--- config.mk ---
export PLATFORM = sky130hd
export DESIGN_NAME = pec_pattern
export DESIGN_NICKNAME = d
export VERILOG_FILES = /design/src/rtl/pec_pkg.sv /design/src/rtl/pec_pattern.sv
export SDC_FILE = /design/constraint.sdc
export NUM_CORES = 1
export LEC_CHECK = 0
export CAP_MARGIN = 15
export CORE_ASPECT_RATIO = 2
export CORE_MARGIN = 8
export CORE_UTILIZATION = 40
export CTS_BUF_LIST = sky130_fd_sc_hd__clkbuf_8
export CTS_CLUSTER_SIZE = 10
export DETAILED_ROUTE_END_ITERATION = 6
export GPL_ROUTABILITY_DRIVEN = 0
export HOLD_SLACK_MARGIN = 0.05
export PLACE_DENSITY_LB_ADDON = 0.15
export REMOVE_ABC_BUFFERS = 1
export SYNTH_ARGS = -nofsm -noshare
export SYNTH_HDL_FRONTEND = slang
export SYNTH_SLANG_ARGS = --single-unit
export TNS_END_PERCENT = 5
--- constraint.sdc ---
create_clock -name clk_i -period 3.8 [get_ports clk_i]
set_clock_uncertainty 0.2 [all_clocks]
set_input_delay 0.38 -clock clk_i [delete_from_list [all_inputs] [get_ports clk_i]]
set_output_delay 0.38 -clock clk_i [all_outputs]
set_load 0.005 [all_outputs]
--- src/rtl/pec_pkg.sv ---
package pec_pkg;
  typedef enum logic [1:0] {
    PAT_PRBS7  = 2'd0,
    PAT_PRBS15 = 2'd1,
    PAT_PRBS31 = 2'd2,
    PAT_ZERO   = 2'd3
  } pat_e;

  typedef enum logic [2:0] {
    ST_IDLE,
    ST_SEED,
    ST_SYNC,
    ST_MEAS,
    ST_DONE
  } pec_state_e;

  localparam int unsigned HIST_W = 31;
endpackage

--- src/rtl/pec_pattern.sv ---
module pec_pattern
  import pec_pkg::*;
#(
  parameter int unsigned DW = 32
) (
  input  logic          clk_i,
  input  logic          rst_ni,
  input  logic [1:0]    sel_i,
  input  logic          load_i,
  input  logic          adv_i,
  input  logic [DW-1:0] data_i,
  output logic [DW-1:0] exp_o
);
  // hist_q[0] is the most recent bit
  logic [HIST_W-1:0] hist_q, hist_nxt, seed;
  logic [4:0]        tap_a, tap_b;

  always_comb begin
    unique case (pat_e'(sel_i))
      PAT_PRBS7:  begin tap_a = 5'd6;  tap_b = 5'd7;  end
      PAT_PRBS15: begin tap_a = 5'd14; tap_b = 5'd15; end
      default:    begin tap_a = 5'd28; tap_b = 5'd31; end
    endcase
  end

  always_comb begin
    logic nb;
    hist_nxt = hist_q;
    exp_o    = '0;
    for (int i = 0; i < DW; i++) begin
      nb       = hist_nxt[tap_a - 5'd1] ^ hist_nxt[tap_b - 5'd1];
      exp_o[i] = nb;
      hist_nxt = {hist_nxt[HIST_W-2:0], nb};
    end
    if (pat_e'(sel_i) == PAT_ZERO) exp_o = '0;
  end

  always_comb begin
    for (int k = 0; k < HIST_W; k++) seed[k] = data_i[DW-1-k];
  end

  always_ff @(posedge clk_i or negedge rst_ni) begin
    if (!rst_ni)     hist_q <= '0;
    else if (load_i) hist_q <= seed;
    else if (adv_i)  hist_q <= hist_nxt;
  end
endmodule

# == Word-level counts from Yosys, hierarchy flattened ==
# Cells that the tools add are included.
# word_totals
inputBits,38
word_cells,174
out_inout_bits,32
reg_bits,31
# classes
n_reduce_logical,2
eq_ne,2
n_bitwise,32
n_lt_le_gt_ge,2
n_addsub,2
muxes,133
# ops
cell,n
$bmux W1 S5,64
$mux W1,64
$mux W31,2
$mux W32,1
$xor A1 B1 Y1,32
$pmux W5 S2,2
$lt A5 B6 Y1 const B,2
$sub A5 B1 Y5 const B,2
$eq A2 B1 Y1 const B,1
$eq A2 B2 Y1 const B,1
$logic_not A2 Y1,1
$reduce_bool A2 Y1,1

# == Logic depth before layout (Yosys ltp) ==
# Gate-level depths: netlist of run 1.
# depth
word_depth,101
depth_mapped,12
mapped_depth_nobuf,9

# == Worst setup path before layout of run 1 ==
# OpenSTA, ideal clock, no wires.
# synth_path
kind,input-to-output
startpoint,input sel_i[0]
endpoint,output exp_o[31]
path_buffers,2
required_ps,3220
cell_stages,11
path_slack_ps,694
arrival_time_ps,2526
path_cell_list,buf_6 > mux2_4 > o21ai_2 > xor2_2 > buf_6 > mux2_2 > o22ai_2 > mux2_1 > o21ai_1 > mux2i_1 > nor3b_2
# synth_via
elab_chain_len,100
word_cells_on_any_way,168
cone_classes,2 x add/sub; 2 x eq/ne; 131 x mux; 32 x bitwise; 1 x reduce/logical
# synth_rtl
item,line_no,source
from (decl),pec_pattern.sv:8,"input logic [1:0] sel_i,"
$eq A2 B1 Y1 / $logic_not A2 Y1 (equally long branches),pec_pattern.sv:19,unique case (pat_e'(sel_i))
$pmux W5 S2,pec_pattern.sv:19,
$sub A5 B1 Y5,pec_pattern.sv:31,nb = hist_nxt[tap_a - 5'd1] ^ hist_nxt[tap_b - 5'd1];
$bmux W1 S5,pec_pattern.sv:31,
$mux W1 (not written as such),pec_pattern.sv:31,
$xor A1 B1 Y1,pec_pattern.sv:31,
$bmux W1 S5,pec_pattern.sv:31,
$mux W1 (not written as such),pec_pattern.sv:31,
(+84 left out),n/a,
$xor A1 B1 Y1,pec_pattern.sv:31,
$bmux W1 S5,pec_pattern.sv:31,
$mux W1 (not written as such),pec_pattern.sv:31,
$xor A1 B1 Y1,pec_pattern.sv:31,
$bmux W1 S5,pec_pattern.sv:31,
$mux W1 (not written as such),pec_pattern.sv:31,
$xor A1 B1 Y1,pec_pattern.sv:31,
$mux W32 (*),pec_pattern.sv:35,if (pat_e'(sel_i) == PAT_ZERO) exp_o = '0;
to (decl),pec_pattern.sv:12,output logic [DW-1:0] exp_o
# Every way passes the cells marked *; elsewhere a longest branch is shown, timed or not. The select of a mux whose other input is x is not followed.

# == Worst setup path after layout of run 1 ==
# layout_path
startpoint,register hist_q[11]
endpoint,output exp_o[31]
# layout_via
elab_chain_len,97
word_cells_on_any_way,161
cone_classes,129 x mux; 32 x bitwise
# layout_rtl
item,line_no,source
from (decl),pec_pattern.sv:15,"logic [HIST_W-1:0] hist_q, hist_nxt, seed;"
from (signal assigned),pec_pattern.sv:45,else if (adv_i) hist_q <= hist_nxt;
$bmux W1 S5,pec_pattern.sv:31,
$mux W1 (not written as such),pec_pattern.sv:31,
$xor A1 B1 Y1,pec_pattern.sv:31,
$bmux W1 S5,pec_pattern.sv:31,
$mux W1 (not written as such),pec_pattern.sv:31,
$xor A1 B1 Y1,pec_pattern.sv:31,
$bmux W1 S5,pec_pattern.sv:31,
$mux W1 (not written as such),pec_pattern.sv:31,
(+81 left out),n/a,
$xor A1 B1 Y1,pec_pattern.sv:31,
$bmux W1 S5,pec_pattern.sv:31,
$mux W1 (not written as such),pec_pattern.sv:31,
$xor A1 B1 Y1,pec_pattern.sv:31,
$bmux W1 S5,pec_pattern.sv:31,
$mux W1 (not written as such),pec_pattern.sv:31,
$xor A1 B1 Y1 (*),pec_pattern.sv:31,
$mux W32 (*),pec_pattern.sv:35,
# Marked as above.

==> qor.yml, run 1 <==
grt_max_degree: 64
ant_nets: 0
cts_hold_buf: 0
worstMarginPinSlew_ns: 1.04
cp_data_required_time_ns: 3.22
hold_path.class: "in -> async"
synth_flop_cell: "dfrtp_1"
pwr-share-comb_pct: 74.2
core-area_um2: 9950
power_mw: 2.88
num-nets-final: 698
diodes: 0
power_frac_seq_pct: 16.1
p_sw_mw: 1.25
end_kind: "primary output"
antenna_found_initial: 0
hpwl_mm: 11.5
clk_pin_slew_ns: 0.08
dp.cells: 776
vias: 4344
max_slew_margin_pct: 30.9
status: "complete, but fails checks"
p_leak_nw: 2.47
rsz0062_at_grt: "true"
syn_inst: 532
peakVddDrop_v: 0.000227
largest_reg_flops: 31
die_w_um: 86.9
portBuffers: 68
ys_seq_elements: 31
grt_pass1_vias: 4428
slowest_delay_ns: 0.53
regMostFlops: "hist_q"
fin_crit_sh_pct: 106
overflow: 0
totalWireLength_mm: 15.0
synth_largest_area_cell: "dfrtp_1"
initial_utilization_pct: 40.4
switching_share_pct: 43.4
drc: 0
timing.hold.ws_ns: 0.279
drv_cap: 0
final_cell_mix: "buf_4 (99), nand2_1 (70), nor2_1 (61)"
synth_top_cell_area_share_pct: 19.3
finalMaxSlewViolations: 0
cts_tree: "built"
critPathSlowestCell: "clkdlybuf4s50_1"
critical_path.max_fanout: 4
die_y_um: 158
violations: "negative setup slack"
layout_commonest_cell: "buf_4"
die_area_um2: 13700
yosys_warnings: 0
clockPowerShare_pct: 9.7
synth.cell_area_um2: 4020
clk_latency_ns: 0.31
synth-edff-count: 0
power_density_nw_per_um2: 510
synthTopCellsByArea: "dfrtp_1 (19%), xnor2_1 (9.8%), nand2_1 (6.7%)"
fillerInstances: 962
drt-wirelength-per-cell_um: 18.8
reg_top3: "hist_q x31"
period_needed_ns: 4.03
num_rows: 52
setup_viol_count_final: 4
startpoint_type: "flip-flop"
cts_htree_levels: 2
worst_ep_arrival_time_ns: 3.45
cpMostUsedCell: "buf_4"
seq_area_frac_synth_pct: 19.3
viasPerCell: 5.46
crit_chain: "buf_4 > xnor2_4 > a221oi_4 > o21ai_2 > a32o_1 > o22ai_2 > mux2_1 > o21ai_1 > mux2i_1 > buf_4 > nor3b_2 > clkdlybuf4s50_1"
numCtsBuffers: 5
setup_slack_ns: -0.230
syn2layout_area_growth_pct: 40.2
clk_path_buf_depth: 2
finalNonFillerCells: 796
cts_sinks: 31
grt.total_usage_pct: 22.4
async_flop_share_pct: 100
grt_pass1_wl_mm: 23.6
intPower_mw: 1.63
drive_gt1_share_pct: 26.8
hold_violations: 0
ios: 70
initialDrtViolationCount: 272
synth_area_per_cell_um2: 7.56
cts_root_buffer: "clkbuf_8"
crit_type: "reg -> out"
synth_cell_types: 76
clock.fmax_ghz: 0.248
dr.pass1.iters: 4
[area by class of cell]
class	count	area, um2	share of cell area (%)
clock inverters	3	12.5	0.222
well taps	135	169	2.99
repair buffers	171	1460	25.8
flip-flops and latches	31	783	13.9
inverters	7	26.3	0.466
clock buffers	5	68.8	1.22
multi-input cells	444	3130	55.4
[cell usage after synthesis, types with 8 or more instances]
cell type and number:
xor2_1 24, buf_2 10, xnor2_1 45, dfrtp_1 31
nor2_1 62, o21ai_0 28, clkbuf_1 26, o31ai_1 8
nand2_1 72, mux2i_1 14, o21ai_1 17, a211oi_1 8
a21oi_1 36
[final timing paths]
kind | end | slack [ns] | depth (start not counted) | startpoint
worst max-delay path | exp_o[31] | -0.23 | 12 | hist_q[11]$_DFFE_PN0P_
worst min-delay path | hist_q[28]$_DFFE_PN0P_ | 0.28 | 2 | rst_ni
worst max register to register | hist_q[4]$_DFFE_PN0P_ | 0.65 | 13 | hist_q[5]$_DFFE_PN0P_
worst min register to register | hist_q[20]$_DFFE_PN0P_ | 0.40 | 2 | hist_q[20]$_DFFE_PN0P_
max in group asynchronous | hist_q[5]$_DFFE_PN0P_ | 2.75 | 2 | rst_ni
min in group clk_i | hist_q[20]$_DFFE_PN0P_ | 0.40 | 2 | hist_q[20]$_DFFE_PN0P_
[per-stage QoR]
stage,setup slack (ns),cell area [um2],setup TNS (ns),utilization [%]
finish,-0.230,5640,-0.471,56.7
global route,-0.297,5640,-1.07,56.7
CTS,-0.210,5520,-0.643,55.5
detailed placement,-0.208,5290,-0.632,53.1
global placement,-0.199,5290,-0.396,53.1
floorplan,0.605,3760,0,-
[power groups by stage]
stage	logic (mW)	clock network, mW	registers [mW]
after floorplan	1.03	0	0.464
after global routing	2.30	0.297	0.468
after global placement	1.93	0	0.461
after detailed placement	1.95	0	0.463
final	2.13	0.278	0.463
after CTS	2.04	0.281	0.462
[logic make-up after synthesis]
| group | after synthesis | synth area share, % |
|---|---|---|
| flops | 31 | 19.3 |
| mux | 26 | 7.18 |
| compound gates | 151 | 25.8 |
| simple gates | 190 | 21.6 |
| buf+inv | 57 | 7.25 |
| xor+xnor | 77 | 18.9 |
[layer usage]
metal / part of all wire (%) / global-route usage, %
met2: 50 / 38.9
met3: 4.5 / 2.96
met1: 40 / 25.5
met4: 4.9 / 12.7
met5: 0 / 0
[worst max-delay path, delay by kind of cell, from the launching register on]
family          cells  cell delay (ns)
compound gates      5             1.12
buf+inv             3             0.84
mux                 2             0.46
flops               1             0.40
simple gates        1             0.18
xor+xnor            1             0.15
[timing repair]
item | in CTS | in global routing
buffers inserted | 6 | 6
pin swaps | 14 | 5
endpoints found under the setup margin | 14 | 14
resized for setup | 33 | 18
(Power assumes the default switching activity.)
==> run 2, diff against run 1 <==
==> constraint.sdc (replaced) <==
create_clock -name clk_i -period 3.5 [get_ports clk_i]
set_clock_uncertainty 0.2 [all_clocks]
set_input_delay 0.35 -clock clk_i [delete_from_list [all_inputs] [get_ports clk_i]]
set_output_delay 0.35 -clock clk_i [all_outputs]
set_load 0.005 [all_outputs]
==> qor.yml, run 2 (synthesized netlist as in run 1, its figures left out) <==
crit_end: "exp_o[26]"
p_leak_nw: 2.76  # +12%
core-area_um2: 9950  # unchanged
num_rows: 52  # unchanged
clk_latency_ns: 0.30  # about the same
r2r_cells: 14  # +1
ant_nets: 0  # unchanged
slowest_delay_ns: 0.46  # -0.07 ns
worst_ep_arrival_time_ns: 3.12  # -0.33 ns
fin_area_um2: 6310  # +12%
clock.fmax_ghz: 0.272
hpwl_mm: 11.7  # +2.2%
drt-wirelength-per-cell_um: 19.3  # +2.4%
cp_data_required_time_ns: 2.95  # -0.27 ns
finalNonFillerCells: 843  # +5.9%
pre_cts_slack_ns: -0.352  # -0.144 ns
grt_max_degree: 51  # -20%
final_cell_mix: "buf_4 (132), nand2_1 (70), nor2_1 (60)"
vias: 4693  # +8.0%
die_area_um2: 13700  # unchanged
cts_root_buffer: "clkbuf_8"
syn2layout_area_growth_pct: 56.9
grt.total_usage_pct: 23.4  # +0.98 points
path_depth: 12  # unchanged
setup_viol_count_final: 13  # +9
layout_commonest_cell: "buf_4"
grt_pass1_wl_mm: 24.7  # +4.6%
end_kind: "primary output"
finalMaxSlewViolations: 0  # unchanged
drv_cap: 0  # unchanged
hold_violations: 0  # unchanged
power_mw: 3.53  # +23%
startpoint_type: "flip-flop"
overflow: 0  # unchanged
die_y_um: 158  # unchanged
detailed_place.area_um2: 5540  # +4.7%
cts_hold_buf: 0  # unchanged
drc: 0  # unchanged
rsz0062_at_grt: "true"
setup_tns_ns: -1.03  # -0.561 ns
critPathSlowestCell: "dfrtp_2"
rr_startpoint: "hist_q[5]$_DFFE_PN0P_"
crit_buf_inv: 3  # unchanged
diodes: 0  # unchanged
cp-startpoint: "hist_q[5]$_DFFE_PN0P_"
dp.cells: 806  # +3.9%
totalWireLength_mm: 16.3  # +8.5%
drive_gt1_share_pct: 36.0  # +9.2 points
violations: "negative setup slack"
cts_tree: "built"
hold_path.class: "in -> async"
initialDrtViolationCount: 456  # +68%
viasPerCell: 5.57  # +2.0%
die_w_um: 86.9  # unchanged
period_needed_ns: 3.67
max_slew_margin_pct: 43.2  # +12 points
cts_sinks: 31  # unchanged
grt_pass1_vias: 4680  # +5.7%
reg_top3: "hist_q x31"
r2r-end: "hist_q[1]$_DFFE_PN0P_"
numCtsBuffers: 5  # unchanged
power_density_nw_per_um2: 559  # +9.6%
portBuffers: 68  # unchanged
critical_path.max_fanout: 4  # unchanged
largest_reg_flops: 31  # unchanged
rrSetupSlack_ns: 0.17  # -0.48 ns
num-nets-final: 745  # +6.7%
cts_htree_levels: 2  # unchanged
utilization_pct: 63.4  # +6.7 points
fin_crit_sh_pct: 105
crit_type: "reg -> out"
critPathTopFamily: "XOR/XNOR gates"
initial_utilization_pct: 40.4  # unchanged
peakVddDrop_v: 0.000324  # +43%
status: "complete, but fails checks"
clk_pin_slew_ns: 0.07  # about the same
setup_slack_ns: -0.172  # +0.0576 ns
dr.pass1.iters: 5  # +1
ios: 70  # unchanged
regMostFlops: "hist_q"
antenna_found_initial: 0  # unchanged
crit_chain: "mux2_4 > o21ai_4 > xor2_4 > buf_12 > xnor2_4 > xor2_4 > mux2_4 > and4_1 > a311oi_2 > buf_4 > nor2_2 > buf_2"
clk_path_buf_depth: 2  # unchanged
worstMarginPinSlew_ns: 0.851  # -0.185 ns
timing.hold.ws_ns: 0.263  # -0.0168 ns
[run 2: changes by cell type in the layout (fill, tap and decap cells not counted), sizes merged]
| cell | before | now |
|---|---|---|
| clkdlybuf4s50 | 55 | 48 |
| dlygate4sd2 | 6 | 7 |
| dlymetal6s2s | 2 | 0 |
| clkbuf | 6 | 9 |
| buf | 106 | 155 |
| clkdlybuf4s15 | 1 | 4 |
[run 2: where the power goes]
group,switching [mW],internal (mW)
logic,1.27,1.47
clock network,0.154,0.134
registers,0.0887,0.414
[run 2: timing repair]
action                                  in CTS  in global routing
buffers inserted                            19                 11
pin swaps                                   26                 30
gates resized for setup                     90                 35
endpoints found under the setup margin      19                 17
[run 2: layer usage]
| layer | share of wire [%] | vias up | global-route usage (%) |
|---|---|---|---|
| met1 | 39 | 2207 | 27.2 |
| met5 | 0 | - | 0 |
| met4 | 5.1 | 0 | 13.4 |
| li1 | - | 2207 | - |
| met2 | 50 | 227 | 39.8 |
| met3 | 5.7 | 52 | 3.17 |
[run 2: final cells by class]
type / count / area [um2]
clock inverters: 3 / 12.5
repair buffers: 218 / 1880
inverters: 7 / 26.3
clock buffers: 5 / 68.8
fillers: 880 / 3640
flip-flops and latches: 31 / 783
multi-input cells: 444 / 3380
well taps: 135 / 169
[run 2: how the worst min path moves through the flow]
stage | start | to | slack, ns | cells past startpoint
2_1_floorplan | rst_ni | hist_q[0]$_DFFE_PN0P_ | -0.15 | 0
3_3_place_gp | hist_q[20]$_DFFE_PN0P_ | hist_q[20]$_DFFE_PN0P_ | 0.36 | 2
3_5_place_dp | hist_q[20]$_DFFE_PN0P_ | hist_q[20]$_DFFE_PN0P_ | 0.38 | 2
4_1_cts | rst_ni | hist_q[20]$_DFFE_PN0P_ | 0.27 | 2
5_1_grt | rst_ni | hist_q[25]$_DFFE_PN0P_ | 0.31 | 2
6_report | rst_ni | hist_q[0]$_DFFE_PN0P_ | 0.26 | 2
[run 2: worst reg2reg max path, cell delays in order (launching register included)]
cell,delay [ns]
dfrtp_2,0.46
mux2_4,0.31
o21ai_4,0.17
xor2_4,0.13
buf_6,0.15
buf_4,0.14
o31ai_4,0.23
o22ai_4,0.12
buf_6,0.13
mux2i_4,0.19
a2111o_1,0.47
buf_4,0.15
buf_4,0.12
a31oi_1,0.16
o31ai_1,0.09
